**src/rtl/cmp_out_pkg.sv**
```systemverilog
package cmp_out_pkg;
   typedef enum logic [1:0] {
      OCM_OFF    = 2'b00,
      OCM_TOGGLE = 2'b01,
      OCM_CLEAR  = 2'b10,
      OCM_SET    = 2'b11
   } ocm_e;

   function automatic logic ocm_apply(input ocm_e mode, input logic cur);
      case (mode)
         OCM_TOGGLE: ocm_apply = ~cur;
         OCM_CLEAR:  ocm_apply = 1'b0;
         OCM_SET:    ocm_apply = 1'b1;
         default:    ocm_apply = cur;
      endcase
   endfunction
endpackage

```
**src/rtl/cmp_out_ctrl_reg.sv**
```systemverilog
module cmp_out_ctrl_reg
   import cmp_out_pkg::*;
#(
   parameter int MODE_W = 2
) (
   input  logic              clk,
   input  logic              rst,
   input  logic [MODE_W-1:0] mode_i,
   input  logic              dir_i,
   output ocm_e              mode_q,
   output logic              dir_q
);
   initial begin
      if (MODE_W != 2) $error("cmp_out_ctrl_reg: MODE_W must be 2");
   end

   always_ff @(posedge clk) begin
      if (rst) begin
         mode_q <= OCM_OFF;
         dir_q  <= 1'b0;
      end else begin
         mode_q <= ocm_e'(mode_i);
         dir_q  <= dir_i;
      end
   end
endmodule

```
**src/rtl/cmp_out_state.sv**
```systemverilog
module cmp_out_state
   import cmp_out_pkg::*;
#(
   parameter bit OC_RST = 1'b0
) (
   input  logic clk,
   input  logic rst,
   input  logic match_i,
   input  logic force_i,
   input  logic pwm_i,
   input  ocm_e mode_i,
   output logic oc_q
);
   logic evt;

   // a match and a force in one cycle merge into a single event
   assign evt = match_i | (force_i & ~pwm_i);

   always_ff @(posedge clk) begin
      if (rst)
         oc_q <= OC_RST;
      else if (evt)
         oc_q <= ocm_apply(mode_i, oc_q);
   end
endmodule

```
**src/rtl/cmp_out_pin.sv**
```systemverilog
module cmp_out_pin
   import cmp_out_pkg::*;
#(
   parameter bit REG_PIN = 1'b0
) (
   input  logic clk,
   input  logic rst,
   input  ocm_e mode_i,
   input  logic oc_i,
   input  logic port_data_i,
   input  logic dir_i,
   input  logic pad_i,
   output logic pin_out_o,
   output logic pin_oe_o,
   output logic pin_rd_o
);
   logic sel_oc;
   logic mux_out;

   assign sel_oc  = (mode_i != OCM_OFF);
   assign mux_out = sel_oc ? oc_i : port_data_i;

   generate
      if (REG_PIN) begin : g_reg
         logic out_q;
         always_ff @(posedge clk) begin
            if (rst) out_q <= 1'b0;
            else     out_q <= mux_out;
         end
         assign pin_out_o = out_q;
      end else begin : g_comb
         assign pin_out_o = mux_out;
      end
   endgenerate

   assign pin_oe_o = dir_i;
   assign pin_rd_o = dir_i ? pin_out_o : pad_i;
endmodule

```
**src/rtl/cmp_out_unit.sv**
```systemverilog
module cmp_out_unit
   import cmp_out_pkg::*;
#(
   parameter int MODE_W  = 2,
   parameter bit OC_RST  = 1'b0,
   parameter bit REG_PIN = 1'b0
) (
   input  logic              clk,
   input  logic              rst,
   input  logic              cmp_match_i,
   input  logic [MODE_W-1:0] out_mode_i,
   input  logic              force_i,
   input  logic              pwm_mode_i,
   input  logic              port_data_i,
   input  logic              port_dir_i,
   input  logic              pad_i,
   output logic              pin_out_o,
   output logic              pin_oe_o,
   output logic              pin_rd_o
);
   ocm_e mode_q;
   logic dir_q;
   logic oc_q;

   cmp_out_ctrl_reg #(.MODE_W(MODE_W)) u_ctrl (
      .clk(clk), .rst(rst), .mode_i(out_mode_i), .dir_i(port_dir_i),
      .mode_q(mode_q), .dir_q(dir_q)
   );

   cmp_out_state #(.OC_RST(OC_RST)) u_state (
      .clk(clk), .rst(rst), .match_i(cmp_match_i), .force_i(force_i),
      .pwm_i(pwm_mode_i), .mode_i(mode_q), .oc_q(oc_q)
   );

   cmp_out_pin #(.REG_PIN(REG_PIN)) u_pin (
      .clk(clk), .rst(rst), .mode_i(mode_q), .oc_i(oc_q),
      .port_data_i(port_data_i), .dir_i(dir_q), .pad_i(pad_i),
      .pin_out_o(pin_out_o), .pin_oe_o(pin_oe_o), .pin_rd_o(pin_rd_o)
   );
endmodule

```
**config.mk**
```make
export PLATFORM = sky130hd
export DESIGN_NAME = cmp_out_unit
export DESIGN_NICKNAME = d
export VERILOG_FILES = /design/src/rtl/cmp_out_pkg.sv /design/src/rtl/cmp_out_ctrl_reg.sv /design/src/rtl/cmp_out_state.sv /design/src/rtl/cmp_out_pin.sv /design/src/rtl/cmp_out_unit.sv
export SDC_FILE = /design/constraint.sdc
export NUM_CORES = 1
export LEC_CHECK = 0
export ABC_AREA = 1
export BUFFER_PORTS_ARGS = -buffer_cell sky130_fd_sc_hd__buf_2
export CAP_MARGIN = 5
export CORE_AREA = 5 5 42 44
export CTS_CLUSTER_SIZE = 10
export DETAILED_ROUTE_END_ITERATION = 8
export DIE_AREA = 0 0 47 49
export GPL_TIMING_DRIVEN = 1
export PLACE_DENSITY = 0.41
export SKIP_LAST_GASP = 1
export SYNTH_ARGS = -nofsm -noshare
export SYNTH_HDL_FRONTEND = slang
export SYNTH_SLANG_ARGS = --single-unit
```
**constraint.sdc**
```tcl
create_clock -name clk -period 0.8 [get_ports clk]
set_input_delay 0.16 -clock clk [delete_from_list [all_inputs] [get_ports clk]]
set_output_delay 0.16 -clock clk [all_outputs]
set_load 0.03 [all_outputs]
```
-- Word-level counts from Yosys, hierarchy flattened
Cells that the tools add are included.
- register bits after elaboration: 4
- input port bits: 10
- output and inout port bits: 3
- logic and storage cells: 16
- eq/ne operators: 3
- multiplexer cells: 3
- bitwise gates (word level): 4
- reduce and logical (&&, ||, !) cells: 3
- operators by type and width (operator ; count):
    $eq 2x2->1 const B ; 2
    $pmux 1 s3 ; 1
    $reduce_bool 3->1 ; 1
    $eq 2x1->1 const B ; 1
    $mux 1 ; 2
    $not 1->1 ; 2
    $reduce_and 2->1 ; 1
    $reduce_bool 2->1 ; 1
    $and 1x1->1 ; 1
    $or 1x1->1 ; 1

-- Longest topological paths before layout
- depth after elaboration: 4
- depth in mapped cells: 6
- gate-level depth less buffers: 6

-- Hierarchy
A second synthesis with hierarchy kept.
- cells, all modules: 33
- area total of the unflattened synthesis: 206.4 um^2
- modules (own cells, without submodules) (module ; instances ; cells an instance ; area an instance (um^2) ; seq. area each (um^2)):
    cmp_out_ctrl_reg ; 1 ; 9 ; 82.6 ; 60.1
    cmp_out_state ; 1 ; 14 ; 75.1 ; 20.0
    cmp_out_pin ; 1 ; 10 ; 48.8 ; 0.0

-- Worst setup path before layout
OpenSTA, ideal clock, no wires.
- path kind: flip-flop to output port
- start: reg u_ctrl.dir_q
- end: out pin_rd_o
- data arrival time: 1095 ps
- data required time: 640 ps
- path slack: -455 ps
- cell stages (with the launch flop): 3
- path buffers: 0
- cells stage by stage: dfxtp_1 nor2_1 a31oi_1
- word-level cells in the longest chain between the ends: 1
- ends and longest elaborated chain (what ; RTL line ; source):
    start: declaration ; cmp_out_ctrl_reg.sv:11 ; output logic dir_q
    start signal: assignment ; cmp_out_ctrl_reg.sv:23 ; dir_q <= dir_i;
    $mux 1 ; cmp_out_pin.sv:37 ; assign pin_rd_o = dir_i ? pin_out_o : pad_i;
    end: declaration ; cmp_out_unit.sv:19 ; output logic pin_rd_o
No other way between the ends.

-- Worst setup path in the final report
- start: reg u_ctrl.mode_q[1]
- end: out pin_rd_o
- word-level cells in the longest chain between the ends: 3
- ends and longest elaborated chain (what ; RTL line ; source):
    start: declaration ; cmp_out_ctrl_reg.sv:10 ; output ocm_e mode_q,
    start signal: assignment ; cmp_out_ctrl_reg.sv:22 ; mode_q <= ocm_e'(mode_i);
    $reduce_bool 2->1 ; cmp_out_pin.sv:20 ; assign sel_oc = (mode_i != OCM_OFF);
    $mux 1 ; cmp_out_pin.sv:21 ; assign mux_out = sel_oc ? oc_i : port_data_i;
    $mux 1 ; cmp_out_pin.sv:37 ;
No other way between the ends.

==> impl_metrics.xml <==
<?xml version="1.0" encoding="UTF-8"?>
<metrics>
  <group name="timing">
    <metric name="finalSetupViolCount" unit="">4</metric>
    <metric name="setup-tns-final" unit="ps">-815.7</metric>
    <metric name="fin_worst_skew" unit="ps">7.285</metric>
    <metric name="shortest_period_the_worst_path_allows" unit="ps">1179</metric>
    <metric name="slew_viol_final" unit="">0</metric>
    <metric name="hold_viol_final" unit="">0</metric>
    <metric name="rsz0062_at_grt" unit="">true</metric>
    <metric name="postLayoutSetupSlackWorst" unit="ps">-378.5</metric>
    <metric name="layout_worst_path_cycle_share" unit="">1.473</metric>
    <metric name="worst_pin_slew" unit="ps">188.8</metric>
    <metric name="worst_slew_margin_rel" unit="">0.8737</metric>
    <metric name="timing.fmax" unit="GHz">0.8485</metric>
  </group>
  <group name="global_routing">
    <metric name="grtUsageTotal" unit="">0.04574</metric>
    <metric name="grt_first_pass_wirelength" unit="um">683</metric>
    <metric name="grt_antenna_before_repair" unit="">0</metric>
    <metric name="vias_in_the_first_global_route" unit="">204</metric>
    <metric name="grt_max_degree" unit="">5</metric>
    <metric name="globalRoute.totalOverflow" unit="">0</metric>
  </group>
  <group name="synth">
    <metric name="synth.area.top_cells" unit="">dfxtp_1, nand2_1, inv_1</metric>
    <metric name="synth_fp_nets" unit="">37</metric>
    <metric name="ys_types" unit="">8</metric>
    <metric name="ys_seq_elements" unit="">4</metric>
    <metric name="synth_area" unit="um2">180.2</metric>
    <metric name="proportion_of_synthesized_chip_area_in_sequential_cells" unit="">0.4444</metric>
    <metric name="synthesis.instances" unit="">27</metric>
    <metric name="netlist.top_cell.by_area" unit="">dfxtp_1</metric>
    <metric name="post-synth-top-area-fraction" unit="">0.4444</metric>
    <metric name="count_of_warnings_emitted_by_yosys" unit="">0</metric>
    <metric name="syn-mean-instance-area" unit="um2">6.673</metric>
  </group>
  <group name="floorplan">
    <metric name="rows" unit="">14</metric>
    <metric name="ioPinCount" unit="">13</metric>
    <metric name="fp.dieArea" unit="um2">2303</metric>
    <metric name="fp.dieW" unit="um">47</metric>
    <metric name="initial_utilization" unit="">0.1286</metric>
    <metric name="design.core.area" unit="um2">1401</metric>
    <metric name="floorplan.die.height" unit="um">49</metric>
  </group>
  <group name="clock_tree">
    <metric name="tritoncts" unit="">done</metric>
    <metric name="clock-sinks" unit="">4</metric>
    <metric name="cts.repair_timing.setup_buffer_count" unit="">0</metric>
    <metric name="ctsRootBufferMaster" unit="">clkbuf_4</metric>
    <metric name="clk_pin_slew" unit="ps">40</metric>
    <metric name="h-tree-depth" unit="">1</metric>
    <metric name="clock_latency_of_the_later_clocked_register_in_the_worst_skew_pair" unit="ps">230</metric>
    <metric name="cts_inserted_buffers" unit="">3</metric>
    <metric name="cts-root-to-sink-buffers" unit="">2</metric>
  </group>
  <group name="worst_setup_path">
    <metric name="cp_max_fo" unit="">3</metric>
    <metric name="required" unit="ps">640</metric>
    <metric name="reg2reg_slack" unit="ps">-50</metric>
    <metric name="crit_path_end_kind" unit="">output port</metric>
    <metric name="crit_type" unit="">reg -&gt; out</metric>
    <metric name="startpoint_type_of_the_worst_setup_path" unit="">register</metric>
    <metric name="arrival" unit="ps">1020</metric>
  </group>
  <group name="route">
    <metric name="detailedRoute.firstIterationViolations" unit="">1</metric>
    <metric name="detail-route-antenna-nets" unit="">0</metric>
    <metric name="total_vias_in_the_final_route" unit="">213</metric>
    <metric name="routed_wire_length_per_instance" unit="um">7.063</metric>
    <metric name="detailedRoute.firstPassIterationCount" unit="">2</metric>
    <metric name="routed_wirelength" unit="um">445</metric>
    <metric name="drt-vias-per-instance" unit="">3.381</metric>
    <metric name="post-route-drc-count" unit="">0</metric>
  </group>
  <group name="min_path">
    <metric name="min_path_type" unit="">in -&gt; reg</metric>
  </group>
  <group name="run_status">
    <metric name="outcome" unit="">complete, but fails checks</metric>
    <metric name="violations" unit="">setup timing</metric>
  </group>
  <group name="power">
    <metric name="ir_worst_vdd" unit="mV">0.5749</metric>
    <metric name="p_leak" unit="nW">0.2052</metric>
    <metric name="powerDensity" unit="nW/um2">1658</metric>
    <metric name="report.power.total" unit="uW">645.0</metric>
  </group>
  <group name="cells_and_area">
    <metric name="nets" unit="">58</metric>
    <metric name="antenna_cells_inserted" unit="">0</metric>
    <metric name="layout.cells.most_common" unit="">buf_2</metric>
    <metric name="area_growth_syn_to_layout" unit="%">116.0</metric>
    <metric name="mostFrequentLayoutCells" unit="">buf_2, nand2_1, inv_1, nor2_1, buf_4</metric>
    <metric name="filler_cell_count" unit="">169</metric>
    <metric name="drive_gt1_frac" unit="">0.6383</metric>
  </group>
  <group name="place">
    <metric name="detailedPlacementHpwl" unit="um">380.5</metric>
    <metric name="port-buffer-count" unit="">12</metric>
    <metric name="place_ws" unit="ps">-197.7</metric>
    <metric name="gp_congestion" unit="">0.6237</metric>
  </group>
  <group name="job">
    <metric name="drv_cap" unit="">0</metric>
  </group>
</metrics>
==> path summary, 6_finish.rpt <==
kind,start,endpoint,depth (start not counted)
worst max-delay path,u_ctrl.mode_q[1]$_SDFF_PP0_,pin_rd_o,5
worst min-delay path,port_dir_i,u_ctrl.dir_q$_SDFF_PP0_,3
worst min register to register,u_state.oc_q$_SDFFE_PP0P_,u_state.oc_q$_SDFFE_PP0P_,3
worst max register to register,u_ctrl.mode_q[1]$_SDFF_PP0_,u_state.oc_q$_SDFFE_PP0P_,5
==> metrics by stage <==
stage | util | std cells | hold slack [ps] | instance area (um2)
final | 0.2777 | 63 | 122.7 | 389.1
after global routing | 0.2777 | 63 | 128.1 | 389.1
after CTS | 0.2607 | 63 | 113.2 | 365.4
after detailed placement | 0.2286 | 59 | 367.1 | 320.3
after global placement | 0.2286 | 59 | 363.8 | 320.3
after floorplan | - | 27 | 221.6 | 210.2
==> what timing repair did <==
action                                  4_1_cts  5_1_grt
hold endpoints to repair                      0        0
gates resized for setup                       6        6
hold buffers                                  0        0
endpoints found under the setup margin        4        4
pin swaps                                     1        2
==> power by group <==
| part | switching [mW] | internal [mW] |
|---|---|---|
| sequential | 0.0103 | 0.211 |
| combinational | 0.0771 | 0.0783 |
| clock | 0.0808 | 0.187 |
| total | 0.168 | 0.477 |
==> routing by layer <==
layer | vias to the layer above | GRT usage | routed length, um
met2 | 8 | 0.06109 | 220
met3 | 0 | 0.02214 | 49
met5 | - | 0 | 0
met4 | 0 | 0.05530 | 0
li1 | 119 | - | -
met1 | 86 | 0.04386 | 175
==> layout make-up <==
type,instances,area [um2],area share
inverter,7,31.28,0.08039
timing repair buffer,16,108.9,0.2797
multi-input combinational,16,116.4,0.2990
tap,16,20.02,0.05145
sequential,4,86.33,0.2219
clock buffer,4,26.28,0.06752
==> state kept, by name, indices dropped and copies added, names as in the netlist <==
register	flops
u_ctrl.mode_q	2
u_state.oc_q	1
u_ctrl.dir_q	1
==> cells in the mapped netlist, drive strengths merged <==
| library cell | number |
|---|---|
| nand2 | 8 |
| dfxtp | 4 |
| nand3 | 1 |
| a31oi | 1 |
| inv | 7 |
| a21oi | 2 |
| nor2 | 4 |
==> worst max-delay path: stages, from the launching register on <==
cell and delay [ps]:
dfxtp_2 330, inv_4 50, nand2_4 70, nand2_4 50, a31oi_4 150, buf_6 150
==> logic make-up after synthesis <==
| logic type | synth area share |
|---|---|
| AOI/OAI and AO/OA | 0.1320 |
| buffers and inverters | 0.1459 |
| DFF | 0.4445 |
| and+or+nand+nor | 0.2777 |
No activity file was read; power rests on OpenSTA's default activity.
